<file path="config.mk">
export PLATFORM = sky130hd
export DESIGN_NAME = pred_cmp_unit
export DESIGN_NICKNAME = d
export VERILOG_FILES = /design/src/rtl/pred_pkg.sv /design/src/rtl/pred_cmp_ctrl.sv /design/src/rtl/pred_file_dp.sv /design/src/rtl/pred_cmp_unit.sv
export SDC_FILE = /design/constraint.sdc
export NUM_CORES = 1
export LEC_CHECK = 0
export BUFFER_PORTS_ARGS = -buffer_cell sky130_fd_sc_hd__buf_2
export CELL_PAD_IN_SITES_DETAIL_PLACEMENT = 0
export CELL_PAD_IN_SITES_GLOBAL_PLACEMENT = 1
export CORE_MARGIN = 2
export CORE_UTILIZATION = 35
export CTS_BUF_LIST = sky130_fd_sc_hd__clkbuf_16
export CTS_CLUSTER_SIZE = 24
export DETAILED_ROUTE_END_ITERATION = 10
export PLACE_DENSITY_LB_ADDON = 0.1
export SKIP_LAST_GASP = 1
export SYNTH_ARGS = -nofsm -noshare
export SYNTH_HDL_FRONTEND = slang
export SYNTH_SLANG_ARGS = --single-unit
</file>
<file path="constraint.sdc">
create_clock -name clk -period 4 [get_ports clk]
set_clock_uncertainty 0.1 [all_clocks]
set_input_delay 0 -clock clk [delete_from_list [all_inputs] [get_ports clk]]
set_output_delay 0 -clock clk [all_outputs]
set_load 0.03 [all_outputs]
</file>
<file path="src/rtl/pred_pkg.sv">
package pred_pkg;

  typedef enum logic {
    REL_EQ = 1'b0,
    REL_NE = 1'b1
  } relKind_e;

  // Write strobes from control to datapath for one compare
  typedef struct packed {
    logic wrT;
    logic wrF;
    logic valT;
    logic valF;
  } predWrStrb_t;

endpackage

</file>
<file path="src/rtl/pred_cmp_ctrl.sv">
module pred_cmp_ctrl
  import pred_pkg::*;
#(
  parameter int unsigned DATA_W  = 32,
  parameter int unsigned CHUNK_W = 8
) (
  input  logic              clk,
  input  logic              rst_n,
  input  logic              cmpValid,
  input  logic              cmpRel,
  input  logic              cmpUnc,
  input  logic              guardBit,
  input  logic [DATA_W-1:0] cmpOpA,
  input  logic [DATA_W-1:0] cmpOpB,
  output predWrStrb_t       strb
);

  localparam int unsigned NCHUNK = (DATA_W + CHUNK_W - 1) / CHUNK_W;
  localparam int unsigned PAD_W  = NCHUNK * CHUNK_W;

  logic [PAD_W-1:0]  diffPad;
  logic [NCHUNK-1:0] chunkEq;
  logic              opsEqual;
  logic              relResult;

  // Zero-extend the bitwise difference so every chunk is full width
  always_comb begin
    diffPad = '0;
    diffPad[DATA_W-1:0] = cmpOpA ^ cmpOpB;
  end

  // Equality reduced per chunk, then across chunks
  for (genvar c = 0; c < NCHUNK; c++) begin : g_chunk
    assign chunkEq[c] = ~|diffPad[c*CHUNK_W +: CHUNK_W];
  end

  assign opsEqual  = &chunkEq;
  assign relResult = (relKind_e'(cmpRel) == REL_NE) ? ~opsEqual : opsEqual;

  always_comb begin
    strb = '0;
    if (cmpUnc) begin
      // Unconditional form: always writes, results masked by guard
      strb.wrT  = cmpValid;
      strb.wrF  = cmpValid;
      strb.valT = guardBit & relResult;
      strb.valF = guardBit & ~relResult;
    end else begin
      // Normal form: writes only when the guard holds
      strb.wrT  = cmpValid & guardBit;
      strb.wrF  = cmpValid & guardBit;
      strb.valT = relResult;
      strb.valF = ~relResult;
    end
  end

  // no compare presented, no write strobe
  p_idle_no_write_r11: assert property (@(posedge clk) disable iff (!rst_n)
    !cmpValid |-> (!strb.wrT && !strb.wrF));

  // unconditional form with false guard writes zeros to both
  p_unc_zero_r5: assert property (@(posedge clk) disable iff (!rst_n)
    (cmpValid && cmpUnc && !guardBit) |-> (strb.wrT && strb.wrF && !strb.valT && !strb.valF));

  // written values are complementary
  p_values_cpl_r2: assert property (@(posedge clk) disable iff (!rst_n)
    (strb.wrT && guardBit) |-> (strb.valT != strb.valF));

endmodule

</file>
<file path="src/rtl/pred_file_dp.sv">
module pred_file_dp
  import pred_pkg::*;
#(
  parameter int unsigned NUM_PREDS = 16,
  parameter int unsigned NUM_OPS   = 2,
  localparam int unsigned PIDX_W   = $clog2(NUM_PREDS)
) (
  input  logic                        clk,
  input  logic                        rst_n,
  input  predWrStrb_t                 strb,
  input  logic [PIDX_W-1:0]           dstT,
  input  logic [PIDX_W-1:0]           dstF,
  input  logic [PIDX_W-1:0]           cmpGuard,
  input  logic [NUM_OPS-1:0]          opValid,
  input  logic [NUM_OPS*PIDX_W-1:0]   opGuard,
  output logic                        guardBit,
  output logic [NUM_OPS-1:0]          opCommit,
  output logic [NUM_PREDS-1:0]        predVec
);

  for (genvar p = 0; p < NUM_PREDS; p++) begin : g_pred
    if (p == 0) begin : g_true
      // Entry 0 is a constant one; writes aimed at it are dropped
      assign predVec[p] = 1'b1;
    end else begin : g_reg
      logic predQ;
      always_ff @(posedge clk) begin
        if (!rst_n) begin
          predQ <= 1'b0;
        end else if (strb.wrF && (dstF == PIDX_W'(p))) begin
          // False-target write takes precedence on a shared index
          predQ <= strb.valF;
        end else if (strb.wrT && (dstT == PIDX_W'(p))) begin
          predQ <= strb.valT;
        end
      end
      assign predVec[p] = predQ;
    end
  end

  assign guardBit = predVec[cmpGuard];

  for (genvar o = 0; o < NUM_OPS; o++) begin : g_op
    logic [PIDX_W-1:0] opIdx;
    assign opIdx       = opGuard[o*PIDX_W +: PIDX_W];
    assign opCommit[o] = opValid[o] & predVec[opIdx];

    // an empty slot never commits
    p_empty_no_commit_r9: assert property (@(posedge clk) disable iff (!rst_n)
      !opValid[o] |-> !opCommit[o]);
  end

  // without strobes the array holds
  p_hold_no_strobe_r11: assert property (@(posedge clk) disable iff (!rst_n)
    (!strb.wrT && !strb.wrF) |=> $stable(predVec));

  // entry 0 always true
  p_entry0_true_r7: assert property (@(posedge clk) disable iff (!rst_n)
    predVec[0]);

endmodule

</file>
<file path="src/rtl/pred_cmp_unit.sv">
module pred_cmp_unit
  import pred_pkg::*;
#(
  parameter int unsigned DATA_W    = 32,
  parameter int unsigned NUM_PREDS = 16,
  parameter int unsigned NUM_OPS   = 2,
  localparam int unsigned PIDX_W   = $clog2(NUM_PREDS)
) (
  input  logic                      clk,
  input  logic                      rst_n,
  input  logic                      cmpValid,
  input  logic                      cmpRel,
  input  logic                      cmpUnc,
  input  logic [PIDX_W-1:0]         cmpGuard,
  input  logic [PIDX_W-1:0]         cmpDstT,
  input  logic [PIDX_W-1:0]         cmpDstF,
  input  logic [DATA_W-1:0]         cmpOpA,
  input  logic [DATA_W-1:0]         cmpOpB,
  input  logic [NUM_OPS-1:0]        opValid,
  input  logic [NUM_OPS*PIDX_W-1:0] opGuard,
  output logic [NUM_OPS-1:0]        opCommit
);

  predWrStrb_t          strb;
  logic                 guardBit;
  logic [NUM_PREDS-1:0] predVec;

  pred_cmp_ctrl #(
    .DATA_W (DATA_W),
    .CHUNK_W(8)
  ) ctrl_i (
    .clk     (clk),
    .rst_n   (rst_n),
    .cmpValid(cmpValid),
    .cmpRel  (cmpRel),
    .cmpUnc  (cmpUnc),
    .guardBit(guardBit),
    .cmpOpA  (cmpOpA),
    .cmpOpB  (cmpOpB),
    .strb    (strb)
  );

  pred_file_dp #(
    .NUM_PREDS(NUM_PREDS),
    .NUM_OPS  (NUM_OPS)
  ) dp_i (
    .clk     (clk),
    .rst_n   (rst_n),
    .strb    (strb),
    .dstT    (cmpDstT),
    .dstF    (cmpDstF),
    .cmpGuard(cmpGuard),
    .opValid (opValid),
    .opGuard (opGuard),
    .guardBit(guardBit),
    .opCommit(opCommit),
    .predVec (predVec)
  );

  // normal form with false guard leaves the whole array untouched
  p_guard_off_hold_r4: assert property (@(posedge clk) disable iff (!rst_n)
    (cmpValid && !cmpUnc && !guardBit) |=> $stable(predVec));

  // unconditional form with false guard clears a non-zero true target
  p_unc_clears_t_r5: assert property (@(posedge clk) disable iff (!rst_n)
    (cmpValid && cmpUnc && !guardBit && (cmpDstT != '0)) |=> !predVec[$past(cmpDstT)]);

  // distinct non-zero targets end up complementary after a live compare
  p_targets_cpl_r2: assert property (@(posedge clk) disable iff (!rst_n)
    (cmpValid && guardBit && (cmpDstT != cmpDstF) && (cmpDstT != '0) && (cmpDstF != '0))
    |=> (predVec[$past(cmpDstT)] != predVec[$past(cmpDstF)]));

  // shared target stores the false-target value
  p_shared_dst_r8: assert property (@(posedge clk) disable iff (!rst_n)
    (cmpValid && guardBit && (cmpDstT == cmpDstF) && (cmpDstT != '0))
    |=> (predVec[$past(cmpDstT)] == ($past(cmpRel) ? ($past(cmpOpA) == $past(cmpOpB))
                                                   : ($past(cmpOpA) != $past(cmpOpB)))));

endmodule

</file>
======== Word-level counts from Yosys, hierarchy flattened ========
Index checks and enable logic that the tools add are counted.
W data, S select, Z words.
word-level totals
  register bits ........................... 15
  output and inout bits ................... 2
  word-level logic and storage cells ...... 148
operators by class
  order comparisons ....................... 3
  equal/unequal tests ..................... 30
  multiplexer cells ....................... 38
  bitwise gates (word level) .............. 8
  reductions and logical operators ........ 54
operators with widths
  cell                  number
  $eq A4 B4 Y1 const B  16
  $mux W1               34
  $eq A4 B3 Y1 const B  8
  $reduce_or A8 Y1      4
  $xor A32 B32 Y32      1
  $logic_and A1 B1 Y1   30
  $reduce_bool A2 Y1    15
  $eq A4 B2 Y1 const B  4
  $lt A4 B5 Y1 const B  3
  $bmux W1 S4           3
  $eq A4 B1 Y1 const B  2
  $and A1 B1 Y1         5
  $logic_not A1 Y1      4
  $mux W4               1
  $reduce_and A4 Y1     1
  $not A1 Y1            2

======== Longest topological paths before layout ========
Gate-level depths: netlist of the first run.
  depth in word-level cells ............... 12
  gate-level depth with buffers ........... 9

======== Hierarchy ========
From an unflattened synthesis of the first run, not the netlist that was laid out.
second synthesis, totals
  cell total of the unflattened synthesis .. 209
  area total of the unflattened synthesis .. 1,771.7 sq um
by module, submodules not included
  module         times used  cells each  area each (sq um)  seq. area each (sq um)
  pred_file_dp   1           159         1,371.3            300.3
  pred_cmp_ctrl  1           50          400.4              0.0

======== Worst setup path before layout of the first run ========
Ideal clock, no wire load.
  kind .................................... register to register
  start ................................... reg dp_i.g_pred[15].g_reg.predQ
  end ..................................... reg dp_i.g_pred[14].g_reg.predQ
  library setup time ...................... 0.142 ns
  arrival ................................. 2.083 ns
  data required time ...................... 3.758 ns
  slack ................................... 1.675 ns
  stages on the path, launching flop included .. 9
  buffers on the path ..................... 1
  period minus slack after synthesis ...... 2.325 ns
  cells stage by stage .................... dfxtp_1 > mux2i_1 > mux4_2 > a32oi_2 > nand2_2 > buf_2 > nor2_1 > a21boi_0 > a22oi_1
between the ends
  longest elaborated chain between the ends .. 6
  elaborated cells between the ends (all ways) .. 11
  those cells by class .................... 5 x mux; 3 x bitwise; 3 x reduce/logical
RTL lines
  element                                        RTL line                                                       source
  start: declaration                             pred_file_dp.sv:26                                             logic predQ;
  start signal: assignment                       pred_file_dp.sv:32                                             predQ <= strb.valF;
  start signal: assignment                       pred_file_dp.sv:34                                             predQ <= strb.valT;
  $bmux W1 S4 *                                  pred_file_dp.sv:41                                             assign guardBit = predVec[cmpGuard];
  $mux W1 (not written as such) *                pred_file_dp.sv:41
  $and A1 B1 Y1, on equally long branches        pred_cmp_ctrl.sv:46, pred_cmp_ctrl.sv:50, pred_cmp_ctrl.sv:51
  $mux W4 *                                      pred_cmp_ctrl.sv:42                                            if (cmpUnc) begin
  $mux W1, or another cell as far along          pred_file_dp.sv:33                                             end else if (strb.wrT && (dstT == PIDX_W'(p))) begin
  $mux W1 or $reduce_bool A2 Y1 (tied branches)  n/a
  end signal: assignment                         pred_file_dp.sv:32
  end signal: assignment                         pred_file_dp.sv:34
  end: declaration                               pred_file_dp.sv:26
Mark *: on every way between the ends. The rest lies on a longest branch, timed or not. The select of a mux whose other input is x is not followed.
A chain may end at the register's enable or synchronous reset.

======== Worst setup path after layout of the first run ========
  start ................................... reg dp_i.g_pred[10].g_reg.predQ
  end ..................................... reg dp_i.g_pred[8].g_reg.predQ
between the ends
  longest elaborated chain between the ends .. 6
  elaborated cells between the ends (all ways) .. 11
  those cells by class .................... 5 x mux; 3 x bitwise; 3 x reduce/logical
RTL lines
  element                                        RTL line
  start: declaration                             pred_file_dp.sv:26
  start signal: assignment                       pred_file_dp.sv:32
  start signal: assignment                       pred_file_dp.sv:34
  $bmux W1 S4 *                                  pred_file_dp.sv:41
  $mux W1 (not written as such) *                pred_file_dp.sv:41
  $and A1 B1 Y1, on equally long branches        pred_cmp_ctrl.sv:46, pred_cmp_ctrl.sv:50, pred_cmp_ctrl.sv:51
  $mux W4 *                                      pred_cmp_ctrl.sv:42
  $mux W1, or another cell as far along          pred_file_dp.sv:33
  $mux W1 or $reduce_bool A2 Y1 (tied branches)  n/a
  end signal: assignment                         pred_file_dp.sv:32
  end signal: assignment                         pred_file_dp.sv:34
  end: declaration                               pred_file_dp.sv:26
Marked as above.

==> impl_metrics.ini, run 1 <==
[status]
status = finished clean

[drt]
wirelength_microns = 5490
ant_nets = 0
first_pass_iters = 4
drc = 0
via_count = 1876
drt_iter0_markers = 150
wl_per_cell_microns = 15.8
avgViaCountPerCell = 5.39

[placement]
place_worst_setup_slack_ns = 1.08
hpwl_microns = 4540
gp_congestion = 0.817
io_buffers = 92
placed_area_sq_um = 2240

[clock_network]
cts_resized = 0
clk_pin_slew_ns = 0.05
hold_buffers = 0
clock_path_buffers = 2
cts_num_sinks = 15
postCtsSetupRepairBufs = 0
cts_max_level = 1
clk_latency_ns = 0.25
cts_buffers = 3
cts-root-buf = clkbuf_16
cts_tree = yes

[global_route]
antenna_found_initial = 0
grt_pass1_vias = 1772
gr-usage-met2 = 0.330
grt_pass1_wl_microns = 8540
grtUsageMet3 = 0.0447
busiest_layer = met2
grt_overflow_total = 0
grt_use_total = 0.205
grtUsageMet1 = 0.279
grt_start_max_net_pins = 21

[finish]
n_antenna_cell = 0
drive_above_1_share = 0.409
fin_util = 0.488
n_fill_cell = 509
final_common_cell = buf_2
final_area_sq_um = 2320
top_regs = dp_i.g_pred.g_reg.predQ (15)
final_nets = 373
regMostFlops = dp_i.g_pred.g_reg.predQ
mostFrequentLayoutCells = buf_2, xor2_1, nand2_1, dfxtp_1, mux4_2
area_growth_pct = 34.3
largest_register_ffs = 15

[floorplan]
core_sq_um = 4750
die_area_sq_um = 5510
num_rows = 25
io-pin-count = 93
die_width_microns = 74.3
start_util = 0.363
die_y_microns = 74.3

[timing]
finalSetupTns_ns = 0
rsz0062_at_grt = no
setup-violations-final = 0
slew_violations = 0
finalCritPeriodShare = 0.732
finalHoldViolations = 0
slew_headroom = 0.583
worst_pin_slew_ns = 0.624
fin_ws_ns = 1.07
fin_crit_ns = 2.93
max_freq_mhz = 342

[job]
timing.max_cap.violations = 0

[critical_path]
worstPathRequired_ns = 3.99
critPathKind = flop to flop
worstSetupStartpointType = flop
cp_max_fo = 18
end_kind = flop
arrival_ns = 2.92

[power_and_ir_drop]
p_per_area_nw_per_um2 = 218
peakVddDrop_mv = 0.121
leakagePower_nw = 0.996

[synth]
syn_area_sq_um = 1730
synthArstFlopShare = 0
ys_ff_latch = 15
synth_area_per_cell_sq_um = 9.00
yosysUniqueCellTypes = 42
syn_inst = 192
synth_enable_flop_cells = 0
synth_warnings = 0
synth_fp_nets = 283
ys.flop_type = dfxtp_1
synth_seq_area_share = 0.174

[worst_hold_path]
min_path_type = input port to flop
[power breakdown]
part | internal, mW | switching [mW]
registers | 0.154 | 0.00469
clock network | 0.133 | 0.0630
logic | 0.0735 | 0.0787
[logic make-up (layout without fill, tap and decap cells)]
logic type             Yosys count  in the layout  synth area share
AND/OR/NAND/NOR                 71             71             0.227
flip-flops                      15             15             0.174
XOR/XNOR                        33             33             0.167
multiplexers                    21             21             0.197
buffers and inverters            9             98            0.0246
AO/OA/AOI/OAI                   43             43             0.210
[through the flow]
stage                     cells  power (mW)  hold slack [ns]
after floorplan             192       0.239            0.116
after global placement      344       0.314            0.251
after detailed placement    344       0.314            0.251
after CTS                   348       0.506           0.0402
after global routing        348       0.527           0.0850
final                       348       0.507           0.0431
[critical path: stages, from the launching register on]
cell and delay [ns]:
dfxtp_1 0.38, mux2i_1 0.09, mux4_2 0.49, a32oi_2 0.25
nand2_2 0.25, nor3b_1 0.57, a21boi_1 0.44, a22oi_1 0.19
[cells in the mapped netlist (all sizes together) (5+ instances only)]
library cell / n / area, sq um
a22oi: 7 / 52.6
a32oi: 6 / 60.1
and2: 5 / 31.3
clkbuf: 6 / 22.5
dfxtp: 15 / 300
mux2i: 7 / 70.1
mux4: 10 / 225
nand2: 17 / 66.3
nor2: 9 / 33.8
nor4: 8 / 50.1
o211ai: 7 / 52.6
o311ai: 6 / 52.6
or4: 8 / 60.1
xor2: 32 / 280
[cell type report]
| type | count | area (sq um) | area share |
|---|---|---|---|
| sequential | 15 | 300 | 0.129 |
| timing repair buffer | 93 | 468 | 0.202 |
| clock inverter | 1 | 3.75 | 0.00162 |
| inverter | 1 | 3.75 | 0.00162 |
| tap | 67 | 83.8 | 0.0361 |
| multi-input combinational | 168 | 1390 | 0.597 |
| clock buffer | 3 | 75.1 | 0.0324 |
[final timing paths]
check	slack, ns	cells after the start	start	endpoint
setup / recovery	1.07	7	dp_i.g_pred[10].g_reg.predQ	dp_i.g_pred[8].g_reg.predQ
hold / removal	0.04	4	cmpDstF[0]	dp_i.g_pred[12].g_reg.predQ
setup reg to reg	1.07	7	dp_i.g_pred[10].g_reg.predQ	dp_i.g_pred[8].g_reg.predQ
hold reg to reg	0.48	2	dp_i.g_pred[11].g_reg.predQ	dp_i.g_pred[11].g_reg.predQ
[per-layer routing]
layer  part of all wire  wire, microns
met4             0.0098             54
met2               0.47           2580
met1               0.45           2460
met5                  0              0
met3              0.072            394
No activity file was read; power rests on OpenSTA's default activity.
==> inputs of run 2 (changes only) <==
- CORE_UTILIZATION: 35 -> 32
- clock period: 4 -> 2.7 ns (I/O delays scaled with it)
==> run 2 against run 1 <==
Worst setup slack worse by 0.94 ns. Count of clock-buffer cells in the layout stayed put. Maximum frequency up 14%. First-iteration DRC count up 17%. Critical path type unchanged. Largest cell class unchanged.
==> impl_metrics.ini, run 2 (synthesis results as in run 1) <==
[finish]
n_antenna_cell = 0
final_nets = 383
area_growth_pct = 40.5
mostFrequentLayoutCells = buf_2, xor2_1, nand2_1, dfxtp_1
top_regs = dp_i.g_pred.g_reg.predQ (15)
largest_register_ffs = 15
drive_above_1_share = 0.430
regMostFlops = dp_i.g_pred.g_reg.predQ
fin_cells = 361
final_common_cell = buf_2
fin_util = 0.469

[status]
status = finished clean

[job]
timing.max_cap.violations = 0

[timing]
finalHoldViolations = 0
setup-violations-final = 0
slew_violations = 0
worst_pin_slew_ns = 0.624
slew_headroom = 0.583
fin_crit_ns = 2.57
finalCritPeriodShare = 0.952
finalSetupTns_ns = 0
max_freq_mhz = 389
fin_ws_ns = 0.131
rsz0062_at_grt = no
whs_ns = 0.0629

[floorplan]
start_util = 0.334
num_rows = 26
io-pin-count = 93
die_width_microns = 77.5
core_sq_um = 5170
die_area_sq_um = 6000
die_y_microns = 77.5

[clock_network]
cts_max_level = 1
clk_latency_ns = 0.25
cts_num_sinks = 15
clk_pin_slew_ns = 0.05
clock_path_buffers = 2
cts-root-buf = clkbuf_16
hold_buffers = 0
cts_buffers = 3
cts_tree = yes

[placement]
io_buffers = 92
hpwl_microns = 4660
gp_congestion = 0.824
place_worst_setup_slack_ns = 0.0672
placed_cells = 355

[critical_path]
critPathKind = flop to flop
cp_max_fo = 13
r2r-start = dp_i.g_pred[7].g_reg.predQ
r2r_cells = 8
arrival_ns = 2.64
r2r_slack_ns = 0.13
endpoint = dp_i.g_pred[3].g_reg.predQ
crit_start = dp_i.g_pred[7].g_reg.predQ
worstPathRequired_ns = 2.78
end_kind = flop
r2r_end = dp_i.g_pred[3].g_reg.predQ
worstSetupStartpointType = flop

[power_and_ir_drop]
leakagePower_nw = 1.06
p_per_area_nw_per_um2 = 318
peakVddDrop_mv = 0.182

[drt]
ant_nets = 0
wirelength_microns = 5760
first_pass_iters = 5
drc = 0
wl_per_cell_microns = 16.0
via_count = 1991
avgViaCountPerCell = 5.52
drt_iter0_markers = 175

[global_route]
grt_pass1_wl_microns = 8890
grt_use_total = 0.187
antenna_found_initial = 0
grt_pass1_vias = 1774
grt_start_max_net_pins = 19
grt_overflow_total = 0

[worst_hold_path]
min_path_type = input port to flop
run 2: cell types whose count changed in the layout (fill, tap and decap cells not counted):
| cell | before | now |
|---|---|---|
| a32oi_2 | 1 | 0 |
| a32oi_4 | 0 | 1 |
| buf_12 | 0 | 1 |
| buf_4 | 1 | 10 |
| nand2_2 | 1 | 0 |
| nand2_4 | 0 | 1 |
run 2: metal layers:
metal  part of all wire  track usage
met2               0.47        0.299
met5                  0            0
met1               0.43        0.265
met3              0.085       0.0384
met4             0.0076       0.0304
run 2: final cells by class:
type,count,area [sq um]
Multi-Input combinational cell,168,1400
Tap cell,70,87.6
Sequential cell,15,300
Clock buffer,3,75.1
Fill cell,514,2750
Inverter,1,3.75
Timing Repair Buffer,103,556
Clock inverter,1,3.75
run 2: worst min-delay path by stage:
stage,startpoint,end,cells after the start
after global placement,opValid[0],opCommit[0],3
after global routing,cmpDstF[0],dp_i.g_pred[8].g_reg.predQ,4
after floorplan,cmpDstF[0],dp_i.g_pred[12].g_reg.predQ,3
after detailed placement,opValid[0],opCommit[0],3
after CTS,cmpDstF[0],dp_i.g_pred[12].g_reg.predQ,4
final,cmpDstF[0],dp_i.g_pred[12].g_reg.predQ,4
run 2: report_power, final:
| group | total, mW | internal, mW | switching, mW |
|---|---|---|---|
| Clock | 0.291 | 0.196 | 0.0942 |
| Combinational | 0.247 | 0.122 | 0.125 |
| Sequential | 0.235 | 0.228 | 0.00643 |
| Total | 0.772 | 0.547 | 0.225 |
run 2: worst max-delay path, cell delays in order, from the launching register on:
cell,delay (ns)
dfxtp_1,0.38
mux2i_1,0.09
mux4_2,0.50
a32oi_4,0.26
nand2_4,0.11
buf_12,0.16
or4_1,0.50
o221a_2,0.26
a31oi_1,0.12
run 2: timing repair:
item | in CTS | in global routing
hold endpoints to repair | 0 | 0
setup buffers | 0 | 2
setup endpoints to repair | 0 | 2
gates resized for setup | 0 | 2
run 2: metrics by stage:
step,power [mW],instance area [sq um]
finish,0.772,2430
detailed placement,0.475,2300
CTS,0.759,2380
global placement,0.474,2300
global route,0.806,2430
floorplan,0.354,1730
